## config.mk

```make
export PLATFORM = sky130hd
export DESIGN_NAME = bitslice_alu
export DESIGN_NICKNAME = d
export VERILOG_FILES = /design/src/rtl/alu_pkg.sv /design/src/rtl/alu_slice.sv /design/src/rtl/alu_chain.sv /design/src/rtl/bitslice_alu.sv
export SDC_FILE = /design/constraint.sdc
export NUM_CORES = 1
export LEC_CHECK = 0
export BUFFER_PORTS_ARGS = -buffer_cell sky130_fd_sc_hd__clkbuf_2
export CAP_MARGIN = 40
export CELL_PAD_IN_SITES_DETAIL_PLACEMENT = 0
export CELL_PAD_IN_SITES_GLOBAL_PLACEMENT = 1
export CORE_ASPECT_RATIO = 1.4
export CORE_MARGIN = 3
export CORE_UTILIZATION = 25
export DETAILED_ROUTE_END_ITERATION = 6
export GPL_TIMING_DRIVEN = 0
export PLACE_DENSITY_LB_ADDON = 0.08
export SLEW_MARGIN = 0
export SYNTH_ARGS = -nofsm -noshare
export SYNTH_HDL_FRONTEND = slang
export SYNTH_SLANG_ARGS = --single-unit
```

## constraint.sdc

```tcl
create_clock -name vclk -period 10.2
set_input_delay 0.51 -clock vclk [all_inputs]
set_output_delay 0.51 -clock vclk [all_outputs]
set_load 0.03 [all_outputs]
```

## src/rtl/alu_pkg.sv

```systemverilog
package alu_pkg;

    // Operation enable positions inside the one-hot select
    localparam int OP_W   = 6;
    localparam int OP_AND = 0;
    localparam int OP_OR  = 1;
    localparam int OP_XOR = 2;
    localparam int OP_ADD = 3;
    localparam int OP_SHL = 4;
    localparam int OP_NOT = 5;

    // Outputs of one bit slice
    typedef struct packed {
        logic res;
        logic link;
    } slice_out_t;

endpackage

```

## src/rtl/alu_slice.sv

```systemverilog
module alu_slice
    import alu_pkg::*;
(
    input  logic            x_i,
    input  logic            y_i,
    input  logic            link_i,
    input  logic [OP_W-1:0] op_en_i,
    output logic            res_o,
    output logic            link_o
);

    slice_out_t out_d;
    logic       sum_bit;
    logic       gen_bit;
    logic       prop_bit;

    always_comb begin
        prop_bit = x_i ^ y_i;
        gen_bit  = x_i & y_i;
        sum_bit  = prop_bit ^ link_i;

        out_d.res = (op_en_i[OP_AND] & gen_bit)
                  | (op_en_i[OP_OR]  & (x_i | y_i))
                  | (op_en_i[OP_XOR] & prop_bit)
                  | (op_en_i[OP_ADD] & sum_bit)
                  | (op_en_i[OP_SHL] & link_i)
                  | (op_en_i[OP_NOT] & ~x_i);

        // link carries the ripple carry for ADD and the own x bit for SHIFT
        out_d.link = (op_en_i[OP_ADD] & (gen_bit | (link_i & prop_bit)))
                   | (op_en_i[OP_SHL] & x_i);
    end

    assign res_o  = out_d.res;
    assign link_o = out_d.link;

endmodule

```

## src/rtl/alu_chain.sv

```systemverilog
module alu_chain
    import alu_pkg::*;
#(
    parameter int WIDTH = 16
) (
    input  logic [WIDTH-1:0] x_i,
    input  logic [WIDTH-1:0] y_i,
    input  logic [OP_W-1:0]  op_en_i,
    output logic [WIDTH-1:0] res_o,
    output logic             link_o
);

    // link_w[i] enters slice i; link_w[WIDTH] leaves the top slice
    logic [WIDTH:0] link_w;

    assign link_w[0] = 1'b0;

    for (genvar i = 0; i < WIDTH; i++) begin : g_slice
        alu_slice u_slice (
            .x_i     (x_i[i]),
            .y_i     (y_i[i]),
            .link_i  (link_w[i]),
            .op_en_i (op_en_i),
            .res_o   (res_o[i]),
            .link_o  (link_w[i+1])
        );
    end

    assign link_o = link_w[WIDTH];

endmodule

```

## src/rtl/bitslice_alu.sv

```systemverilog
module bitslice_alu
    import alu_pkg::*;
#(
    parameter int WIDTH = 16
) (
    input  logic [WIDTH-1:0] x,
    input  logic [WIDTH-1:0] y,
    input  logic [OP_W-1:0]  op_en,
    output logic [WIDTH-1:0] result,
    output logic             carry_flag
);

    localparam int SUM_W = WIDTH + 1;

    logic [WIDTH-1:0] chain_res;
    logic             chain_link;

    alu_chain #(.WIDTH(WIDTH)) u_chain (
        .x_i     (x),
        .y_i     (y),
        .op_en_i (op_en),
        .res_o   (chain_res),
        .link_o  (chain_link)
    );

    assign result     = chain_res;
    assign carry_flag = chain_link;

    logic [SUM_W-1:0] wide_sum;
    logic [SUM_W-1:0] wide_x;

    always_comb begin
        wide_sum = {1'b0, x} + {1'b0, y};
        wide_x   = {x, 1'b0};
        if (op_en == '0) begin

            no_op_zero_chk: assert (result == '0 && carry_flag == 1'b0)
                else $error("idle select gave nonzero output");
        end
        if (op_en == (OP_W'(1) << OP_ADD)) begin

            add_carry_chk: assert ({carry_flag, result} == wide_sum)
                else $error("ripple sum mismatch");
        end
        if (op_en == (OP_W'(1) << OP_SHL)) begin

            shift_out_chk: assert ({carry_flag, result} == wide_x)
                else $error("shift mismatch");
        end
        if (op_en == (OP_W'(1) << OP_NOT)) begin

            invert_chk: assert (result == ~x)
                else $error("invert mismatch");
        end
        if (op_en[OP_AND] | op_en[OP_OR] | op_en[OP_XOR] | op_en[OP_NOT]) begin

            logic_flag_low_chk: assert (carry_flag == 1'b0)
                else $error("flag raised by logic operation");
        end
    end

endmodule

```

# Yosys cells after proc, flatten, opt, wreduce, memory -nomap -nowiden
# Index checks and enable logic that the tools add are counted.
# W data, S select, Z words.
# op_classes
n_bitwise	331
# ops
op	count
$and A1 B1 Y1	158
$or A1 B1 Y1	126
$xor A1 B1 Y1	31
$not A1 Y1	16
# totals
register_bits	0
inputBits	38
output_inout_bits	17
elab_cells	331

# Depth between registers and ports, before layout
# Gate-level depths: netlist of the first run.
# depth
depth_word	64
depth_mapped	36
depth_no_buf	34

# Hierarchy
# A second synthesis of the first run with hierarchy kept.
# hier_totals
hier_cells	177
hier_area_um2	1565.3
# by_module_without_submodules
mod	instances	cells_per_inst	area_per_inst_um2
alu_slice	16	11	97.6
alu_chain	1	1	3.8

# Least setup slack after synthesis of the first run
# OpenSTA, ideal clock, no wires.
# synth_path
path_kind	input-to-output
from	in op_en[4]
to	out result[15]
arrival_time_ps	9178
required_time_ps	9690
setup_slack_ps	512
stages	36
n_path_buf	3
cell_sequence	buf_2 -> buf_2 -> a22o_2 -> fa_1 -> a22o_2 -> fa_1 -> a22o_2 -> fa_1 -> a22o_2 -> fa_1 -> a22o_2 -> fa_1 -> a22o_2 -> fa_1 -> a22o_2 -> fa_1 -> a22o_2 -> fa_1 -> a22o_2 -> fa_1 -> a22oi_1 -> fa_1 -> a2bb2oi_1 -> fa_1 -> a2bb2oi_1 -> fa_1 -> a2bb2oi_1 -> fa_1 -> a2bb2oi_1 -> fa_1 -> a2bb2oi_1 -> fa_1 -> inv_1 -> a222oi_1 -> o211ai_1 -> buf_4
# synth_via
elab_chain_len	63
word_cells_on_any_way	78
# synth_lines
element	line_no	source
start: declaration	bitslice_alu.sv:8	input logic [OP_W-1:0] op_en,
$and A1 B1 Y1	alu_slice.sv:31	| (op_en_i[OP_SHL] & x_i);
$or A1 B1 Y1	alu_slice.sv:31	
$and A1 B1 Y1	alu_slice.sv:30	out_d.link = (op_en_i[OP_ADD] & (gen_bit | (link_i & prop_bit)))
$or A1 B1 Y1	alu_slice.sv:30	
$and A1 B1 Y1	alu_slice.sv:30	
$or A1 B1 Y1	alu_slice.sv:31	
$and A1 B1 Y1	alu_slice.sv:30	
$or A1 B1 Y1	alu_slice.sv:30	
[47 not listed]	--	
$or A1 B1 Y1	alu_slice.sv:30	
$and A1 B1 Y1	alu_slice.sv:30	
$or A1 B1 Y1	alu_slice.sv:31	
$xor A1 B1 Y1	alu_slice.sv:20	sum_bit = prop_bit ^ link_i;
$and A1 B1 Y1	alu_slice.sv:25	| (op_en_i[OP_ADD] & sum_bit)
$or A1 B1 Y1	alu_slice.sv:25	
$or A1 B1 Y1 *	alu_slice.sv:26	| (op_en_i[OP_SHL] & link_i)
$or A1 B1 Y1 *	alu_slice.sv:27	| (op_en_i[OP_NOT] & ~x_i);
end: declaration	bitslice_alu.sv:9	output logic [WIDTH-1:0] result,
# Mark *: on every way between the ends. The rest lies on a longest branch, timed or not.

# Worst setup path in the final report of the first run
# layout_path
from	in op_en[3]
to	out result[15]
# layout_via
elab_chain_len	63
word_cells_on_any_way	64
# layout_lines
element	line_no
$and A1 B1 Y1	alu_slice.sv:30
$or A1 B1 Y1	alu_slice.sv:31
$and A1 B1 Y1	alu_slice.sv:30
$or A1 B1 Y1	alu_slice.sv:30
$and A1 B1 Y1	alu_slice.sv:30
$or A1 B1 Y1	alu_slice.sv:31
$and A1 B1 Y1	alu_slice.sv:30
$or A1 B1 Y1	alu_slice.sv:30
[47 not listed]	--
$or A1 B1 Y1	alu_slice.sv:30
$and A1 B1 Y1	alu_slice.sv:30
$or A1 B1 Y1	alu_slice.sv:31
$xor A1 B1 Y1	alu_slice.sv:20
$and A1 B1 Y1	alu_slice.sv:25
$or A1 B1 Y1	alu_slice.sv:25
$or A1 B1 Y1 *	alu_slice.sv:26
$or A1 B1 Y1 *	alu_slice.sv:27
# Marked as above.

==> results of run 1 <==
[worst min-delay path by stage]
stage	startpoint	endpoint	slack [ns]
2_1_floorplan	op_en[1]	result[0]	1.27
3_3_place_gp	x[15]	carry_flag	1.53
3_5_place_dp	x[15]	carry_flag	1.52
4_1_cts	x[15]	carry_flag	1.52
5_1_grt	x[15]	carry_flag	1.55
6_report	x[15]	carry_flag	1.50
[kinds of logic after synthesis]
kind of cell / share of synthesized area (%)
buf+inv: 22.1
compound gates: 29.9
fa+ha+maj: 43.2
simple gates: 4.71
[placed cells by master, fill, tap and decap left out]
master | Yosys | layout
clkbuf_8 | 1 | 1
o2111ai_1 | 5 | 5
ha_1 | 32 | 31
clkinv_1 | 1 | 1
a222oi_1 | 16 | 16
buf_4 | 16 | 24
a2bb2oi_1 | 12 | 7
fa_1 | 15 | 1
o21ai_0 | 1 | 1
buf_6 | 1 | 1
ha_4 | 0 | 1
buf_12 | 0 | 3
nand2_1 | 15 | 15
buf_2 | 6 | 4
a22o_4 | 0 | 9
clkbuf_2 | 0 | 51
inv_1 | 44 | 44
o211ai_1 | 6 | 6
fa_2 | 0 | 14
a22oi_2 | 0 | 1
a2bb2oi_4 | 0 | 5
o22ai_1 | 1 | 1
a22oi_1 | 4 | 3
nand3_1 | 4 | 4
[per-layer routing]
| metal | share of wire, % | global-route usage, % | up-vias |
|---|---|---|---|
| li1 | - | - | 789 |
| met1 | 44 | 17.1 | 766 |
| met2 | 50 | 23.7 | 43 |
| met3 | 5.2 | 0.993 | 2 |
| met4 | 0.47 | 1.12 | 0 |
| met5 | 0 | 0 | - |
[power breakdown]
| group | total, mW | internal [mW] | switching (mW) |
|---|---|---|---|
| sequential | 0 | 0 | 0 |
| combinational | 0.126 | 0.0598 | 0.0660 |
| clock | 0 | 0 | 0 |
[stage by stage]
step | power, mW | setup slack, ns | setup TNS, ns | area [sq um]
after global placement | 0.107 | -0.275 | -0.275 | 1980
after global routing | 0.140 | -0.184 | -0.184 | 2270
after CTS | 0.109 | 0.0708 | 0 | 2010
final | 0.126 | 0.189 | 0 | 2270
after detailed placement | 0.106 | -0.310 | -0.310 | 1980
after floorplan | 0.0737 | 0.512 | 0 | 1620
[timing repair]
item                                    in CTS  in global routing
resized for setup                            5                 47
endpoints found under the setup margin       1                  1
cloned                                       0                  0
pin swaps                                    0                 22
setup buffers                                0                  7
hold buffers                                 0                  0
[cell type report]
| type | instances | area [sq um] | share of cell area (%) |
|---|---|---|---|
| inverter | 45 | 169 | 7.44 |
| tap | 72 | 90.1 | 3.97 |
| timing repair buffer | 60 | 327 | 14.4 |
| buffer | 24 | 214 | 9.43 |
| multi-input combinational | 120 | 1470 | 64.8 |
==> flow_summary.toml, run 1 <==
[yosys]
synth_top_area_share_pct = 24.7
synth_area_sq_mm = 0.00162
synth_most_common_cell = "inv_1"
synth_cell_types = 19
synth_top_cells_by_area = "ha_1 (25%), fa_1 (19%), inv_1 (10%), a222oi_1 (9.9%), buf_4 (7.4%)"
syn-num-nets = 275
synth_common_cells = "inv_1 (44), ha_1 (32), a222oi_1 (16), buf_4 (16)"
synth_area_per_cell_sq_um = 8.53
ys_seq_area_share_pct = 0
synth_top_area_cell = "ha_1"
netlist_instances = 190
ys_warn_count = 0

[critical_path]
cp_top_family = "adder cells"
critPathKind = "input pin to output pin"
cp-startpoint = "op_en[3]"
critPathArrivalTime_ns = 9.50
start_kind = "input pin"
crit_fanout = 10
end_kind = "output pin"
max_stage_delay_ns = 0.40
worstPathRequired_ns = 9.69
endpoint = "result[15]"
cp.depth = 36
crit_path_frequent_cell = "fa_2"
slowest_stage = "fa_1"
cp_num_buf_inv = 4

[placement]
dp.cells = 315
io_buffers = 53
dp_hpwl_mm = 3.77
routabilityCongestion = 0.744

[layout]
drive_gt1_share_pct = 45.8
nFlopsAndLatches = 0
n_fill_cell = 691
finalNetCount = 336
clock_buffers = 0
fin_util_pct = 36.3
antenna_cells = 0
syn_to_final_growth_pct = 40.0
fin_cells = 321
ff_latch_area_sq_um = 0

[power]
leakagePower_nw = 1.16
power_density_mw_per_mm2 = 55.4
vdd_drop_max_mv = 0.0281

[timing]
slew_viol_final = 0
fin_crit_ns = 10.01
fmax_mhz = 99.9
rsz0062_at_grt = "yes"
period_share_pct = 98.1
finalSetupViolations = 0
max_slew.worst_pin.slew_ns = 0.529
slew_headroom_pct = 64.7
whs_ns = 1.50
finalHoldViolations = 0

[grt]
grt_pass1_vias = 1590
grt_first_pass_wirelength_mm = 7.74
grt_start_max_net_pins = 11
antenna_found_initial = 0
track_usage_pct = 13.0
grt-ovfl-total = 0

[job]
maxCapViolations = 0

[routing]
post-route-drc-count = 0
wl_per_cell_um = 15.1
num_vias = 1600
ant_nets = 0
drt_iter0_drc = 75
via_per_inst = 4.98
postRouteWirelength_mm = 4.85
dr.pass1.iters = 5

[floorplan]
die_w_um = 74.1
dieArea_sq_mm = 0.00750
core_sq_mm = 0.00625
rows = 34
die_h_um = 101
initial_core_util_pct = 25.9
io_pins = 55

[min_path]
hold_class = "input pin to output pin"
min_path_cells = 4

[outcome]
status = "finished, final reports clean"
Note: power is estimated with default switching activity, not from simulation.
==> inputs of run 2 (changes only) <==
--- a/config.mk
+++ b/config.mk
@@ -5,6 +5,7 @@
 export SDC_FILE = /design/constraint.sdc
 export NUM_CORES = 1
 export LEC_CHECK = 0
+export ABC_AREA = 1
 export BUFFER_PORTS_ARGS = -buffer_cell sky130_fd_sc_hd__clkbuf_2
 export CAP_MARGIN = 40
 export CELL_PAD_IN_SITES_DETAIL_PLACEMENT = 0
==> flow_summary.toml, run 2 <==
[yosys]
synth_top_area_cell = "nand2_1"
synth_most_common_cell = "nand2_1"
syn-num-nets = 439
synth_top_cells_by_area = "nand2_1 (25%), ha_1 (20%), fa_1 (15%), inv_1 (14%), nor2_1 (7.2%)"
synth_common_cells = "nand2_1 (134), inv_1 (76), nor2_1 (39)"
ys_seq_area_share_pct = 0
synth_top_area_share_pct = 24.6
synth_cell_types = 16
synth_area_sq_mm = 0.00204
synth_area_per_cell_sq_um = 5.78
ys_warn_count = 0
netlist_instances = 354

[layout]
nFlopsAndLatches = 0
multi_input_area_sq_mm = 0.00151
finalNetCount = 492
drive_gt1_share_pct = 22.5
final_common_cell = "nand2_1"
ff_latch_area_sq_um = 0
layout_common_cells = "nand2_1 (134), inv_1 (76), clkbuf_2 (52)"
antenna_cells = 0
n_fill_cell = 955
clock_buffers = 0
syn_to_final_growth_pct = 18.6

[min_path]
hold_class = "input pin to output pin"
min_to = "carry_flag"
min-delay-start = "x[15]"
min_path_cells = 4

[outcome]
status = "finished, final reports clean"

[routing]
via_per_inst = 3.97
top_layer = "met3"
post-route-drc-count = 0
met3_length_um = 195
drt-met1-wl_mm = 2.44
wl_per_cell_um = 11.0
routed-wl-met2_mm = 2.91
ant_nets = 0
num_vias = 2005
dr.pass1.iters = 4
postRouteWirelength_mm = 5.54
drt_iter0_drc = 64

[grt]
antenna_found_initial = 0
grt_start_max_net_pins = 11
grt_pass1_vias = 1890
grt-ovfl-total = 0
track_usage_pct = 12.4
grt_first_pass_wirelength_mm = 9.10

[timing]
fmax_mhz = 114
fin_crit_ns = 8.81
setup-tns-final_ns = 0
period_share_pct = 86.4
max_slew.worst_pin.slew_ns = 0.287
whs_ns = 1.44
slew_headroom_pct = 80.8
slew_viol_final = 0
finalSetupViolations = 0
finalHoldViolations = 0
rsz0062_at_grt = "no"

[floorplan]
rows = 38
core_sq_mm = 0.00785
die_w_um = 82.4
io_pins = 55
initial_core_util_pct = 26.1
die_h_um = 113
dieArea_sq_mm = 0.00931

[cts]
post_cts_buffers = 0
cts-hold-fix-buffers = 0
cts_resized = 0

[critical_path]
crit_fanout = 2
slowest_stage = "fa_1"
end_kind = "output pin"
critPathArrivalTime_ns = 8.30
worstPathRequired_ns = 9.69
max_stage_delay_ns = 0.40
crit_path_frequent_cell = "nand2_1"
start_kind = "input pin"
critPathKind = "input pin to output pin"

[placement]
dp_hpwl_mm = 4.46
io_buffers = 51
routabilityCongestion = 0.761

[job]
maxCapViolations = 0

[power]
leakagePower_nw = 1.58
vdd_drop_max_mv = 0.0161
power_density_mw_per_mm2 = 48.2
==> run 2: changes by cell type in the layout (fill, tap and decap cells not counted), moves of 9 or more <==
cell and delta:
a222oi_1 -16, nand2_1 +119, inv_1 +32, a22o_4 -9, fa_1 +14, fa_2 -14
nand3_1 +11, nor2_1 +39
==> run 2: cell families (layout without fill, tap and decap cells) <==
logic type                 after synthesis  in the layout  share of synthesized area [%]
buffers and inverters                  105            156                           26.1
adders and majority gates               47             47                           34.3
and+or+nand+nor                        200            200                           39.1
AOI/OAI and AO/OA                        2              2                          0.489
==> run 2: per-stage QoR <==
| stage | cell area, sq um | utilization, % | total power, mW | setup slack, ns | std cells |
|---|---|---|---|---|---|
| 6_report | 2420 | 30.9 | 0.117 | 1.39 | 505 |
| 5_1_grt | 2420 | 30.9 | 0.136 | 0.771 | 505 |
| 4_1_cts | 2420 | 30.9 | 0.120 | 1.33 | 505 |
| 3_5_place_dp | 2420 | 30.9 | 0.120 | 1.35 | 505 |
| 3_3_place_gp | 2420 | 30.9 | 0.120 | 1.35 | 505 |
| 2_1_floorplan | 2040 | - | 0.0849 | 2.09 | 354 |
==> run 2: final cells by class <==
| class | count | area share (%) |
|---|---|---|
| Multi-Input combinational cell | 249 | 62.3 |
| Inverter | 76 | 11.8 |
| Timing Repair Buffer | 51 | 10.5 |
| Buffer | 29 | 10.3 |
| Tap cell | 100 | 5.16 |
==> run 2: worst max-delay path: cells and delay by family <==
kind,cells,cell delay (ns)
adder cells (fa/ha/maj),16,4.59
buffers and inverters,14,0.98
AND/OR/NAND/NOR,33,2.22
==> run 2: worst max-delay path by stage <==
stage	startpoint	endpoint	slack, ns	cells after the start
after floorplan	y[0]	result[15]	2.09	61
after global placement	y[0]	result[15]	1.35	63
after detailed placement	y[0]	result[15]	1.35	63
after CTS	y[0]	result[15]	1.33	63
after global routing	y[0]	result[15]	0.77	63
final	y[0]	result[15]	1.39	63
==> run 2: where the power goes <==
part	internal (mW)	leakage, nW	total [mW]	switching (mW)
logic	0.0468	1.58	0.117	0.0701
registers	0	0	0	0
clock network	0	0	0	0
total	0.0468	1.58	0.117	0.0701
==> run 2: metal layers <==
layer	vias to the layer above	global-route usage [%]
met5	-	0
met4	0	0.665
met3	0	0.398
met2	31	24.0
met1	875	15.4
li1	1099	-
==> inputs of run 3 (changes only) <==
--- a/config.mk
+++ b/config.mk
@@ -16,7 +16,9 @@
 export DETAILED_ROUTE_END_ITERATION = 6
 export GPL_TIMING_DRIVEN = 0
 export PLACE_DENSITY_LB_ADDON = 0.08
+export SETUP_SLACK_MARGIN = 0.1
 export SLEW_MARGIN = 0
 export SYNTH_ARGS = -nofsm -noshare
 export SYNTH_HDL_FRONTEND = slang
+export SYNTH_HIERARCHICAL = 1
 export SYNTH_SLANG_ARGS = --single-unit
==> flow_summary.toml, run 3 <==
[floorplan]
rows = 35
die_h_um = 106
dieArea_sq_mm = 0.00821
io_pins = 55
die_w_um = 77.4
core_sq_mm = 0.00674
initial_core_util_pct = 26.5

[yosys]
netlist_instances = 321
synth_top_area_share_pct = 40.4
synth_area_sq_mm = 0.00179
synth-simple-area-share_pct = 49.3
yosys.area_share.adder_pct = 40.4
synth_xor_area_share_pct = 0
synth_top_cells_by_area = "nand2_1 (40%), ha_1 (22%), fa_1 (18%), inv_1 (6.7%), and2_1 (5.6%)"
ys_seq_area_share_pct = 0
synth_area_per_cell_sq_um = 5.56
ys_warn_count = 6
muxShareOfSynthArea_pct = 0
synth_common_cells = "nand2_1 (192), ha_1 (32), inv_1 (32)"
synth_top_area_cell = "nand2_1"
synth_compound_area_share_pct = 0
synth_top_family_by_area = "simple AND/OR/NAND/NOR gates"
synth_most_common_cell = "nand2_1"
synth_cell_types = 8

[critical_path]
max_stage_delay_ns = 0.42
critPathArrivalTime_ns = 8.97
critPathKind = "input pin to output pin"
worstPathRequired_ns = 9.69
slowest_stage = "fa_1"
start_kind = "input pin"
end_kind = "output pin"
crit_path_frequent_cell = "nand2_2"
crit_fanout = 4

[routing]
num_vias = 1925
via_per_inst = 4.10
post-route-drc-count = 0
postRouteWirelength_mm = 4.69
drt_iter0_drc = 52
wl_per_cell_um = 10.0
ant_nets = 0
dr.pass1.iters = 4

[min_path]
min_to = "carry_flag"
hold_class = "input pin to output pin"
min_path_cells = 4
min-delay-start = "x[15]"

[layout]
drive_gt1_share_pct = 24.4
multi_input_area_sq_mm = 0.00166
finalNetCount = 465
ff_latch_area_sq_um = 0
final_common_cell = "nand2_1"
n_fill_cell = 832
syn_to_final_growth_pct = 25.3
antenna_cells = 0
layout_common_cells = "nand2_1 (175), clkbuf_2 (51), inv_1 (32), ha_1 (32), nand2_2 (17)"
clock_buffers = 0
nFlopsAndLatches = 0

[timing]
setup-tns-final_ns = 0
finalHoldViolations = 0
fmax_mhz = 105
rsz0062_at_grt = "no"
fin_crit_ns = 9.48
max_slew.worst_pin.slew_ns = 0.608
period_share_pct = 93.0
slew_headroom_pct = 59.5
finalSetupViolations = 0
slew_viol_final = 0

[grt]
track_usage_pct = 11.5
grt_first_pass_wirelength_mm = 7.99
grt_pass1_vias = 1806
antenna_found_initial = 0
grt-ovfl-total = 0
grt_start_max_net_pins = 33

[power]
power_uw = 105
vdd_drop_max_mv = 0.0285
leakagePower_nw = 1.36
power_density_mw_per_mm2 = 46.8

[cts]
cts-hold-fix-buffers = 0
post_cts_buffers = 0

[placement]
dp_hpwl_mm = 3.49
io_buffers = 55
routabilityCongestion = 0.729

[outcome]
status = "finished, final reports clean"

[job]
maxCapViolations = 0
## run 3: changes by cell type after synthesis, sizes merged, moves of 15 or more
cell | previous run | this run
nor2 | 42 | 16
and2 | 0 | 16
inv | 76 | 48
nand3 | 15 | 0
buf | 27 | 0
nand2 | 142 | 192
## run 3: logic make-up after synthesis
kind of cell             Yosys count
AND/OR/NAND/NOR                  224
adder cells (fa/ha/maj)           48
other                              1
buffers and inverters             48
## run 3: layout make-up
class | count | area share (%)
inverters | 48 | 8.05
well taps | 92 | 5.15
repair buffers | 55 | 12.5
multi-input cells | 274 | 74.3
## run 3: worst max path at each step
stage | start | end | slack (ns) | depth (start not counted)
6_report | x[0] | result[15] | 0.72 | 52
5_1_grt | x[0] | result[15] | 0.08 | 52
3_5_place_dp | op_en[3] | result[15] | 0.09 | 51
2_1_floorplan | x[0] | result[15] | 1.18 | 50
3_3_place_gp | x[0] | result[15] | 0.12 | 52
4_1_cts | x[0] | result[15] | 0.26 | 52
## run 3: what timing repair did
action,in CTS,in global routing
setup endpoints to repair,1,3
resized for setup,1,26
endpoints found under the hold margin,0,0
gates cloned,0,0
pin swaps,0,2
## run 3: routing by layer
metal	GRT usage, %	wire [um]	vias to the layer above
met5	0	0	-
met4	0	0	0
met3	0.678	164	0
met2	22.7	2410	33
met1	14.1	2120	848
li1	-	-	1044
## run 3: report_power, final
part,internal (mW),leakage (nW),switching [mW]
logic,0.0372,1.36,0.0674
registers,0,0,0
clock network,0,0,0
## run 3: per-stage QoR
| stage | area (sq um) | hold slack [ns] | utilization, % | setup WS, ns | std cells |
|---|---|---|---|---|---|
| 2_1_floorplan | 1790 | 1.23 | - | 1.18 | 322 |
| 3_3_place_gp | 2180 | 1.43 | 32.3 | 0.120 | 469 |
| 3_5_place_dp | 2180 | 1.43 | 32.3 | 0.0941 | 469 |
| 4_1_cts | 2180 | 1.43 | 32.4 | 0.262 | 469 |
| 5_1_grt | 2240 | 1.46 | 33.2 | 0.0775 | 469 |
| 6_report | 2240 | 1.42 | 33.2 | 0.718 | 469 |
## run 3: critical path, delay by kind of cell
family	cells	cell delay, ns
adder cells (fa/ha/maj)	16	5.66
buffers and inverters	2	0.30
AND/OR/NAND/NOR	34	2.51
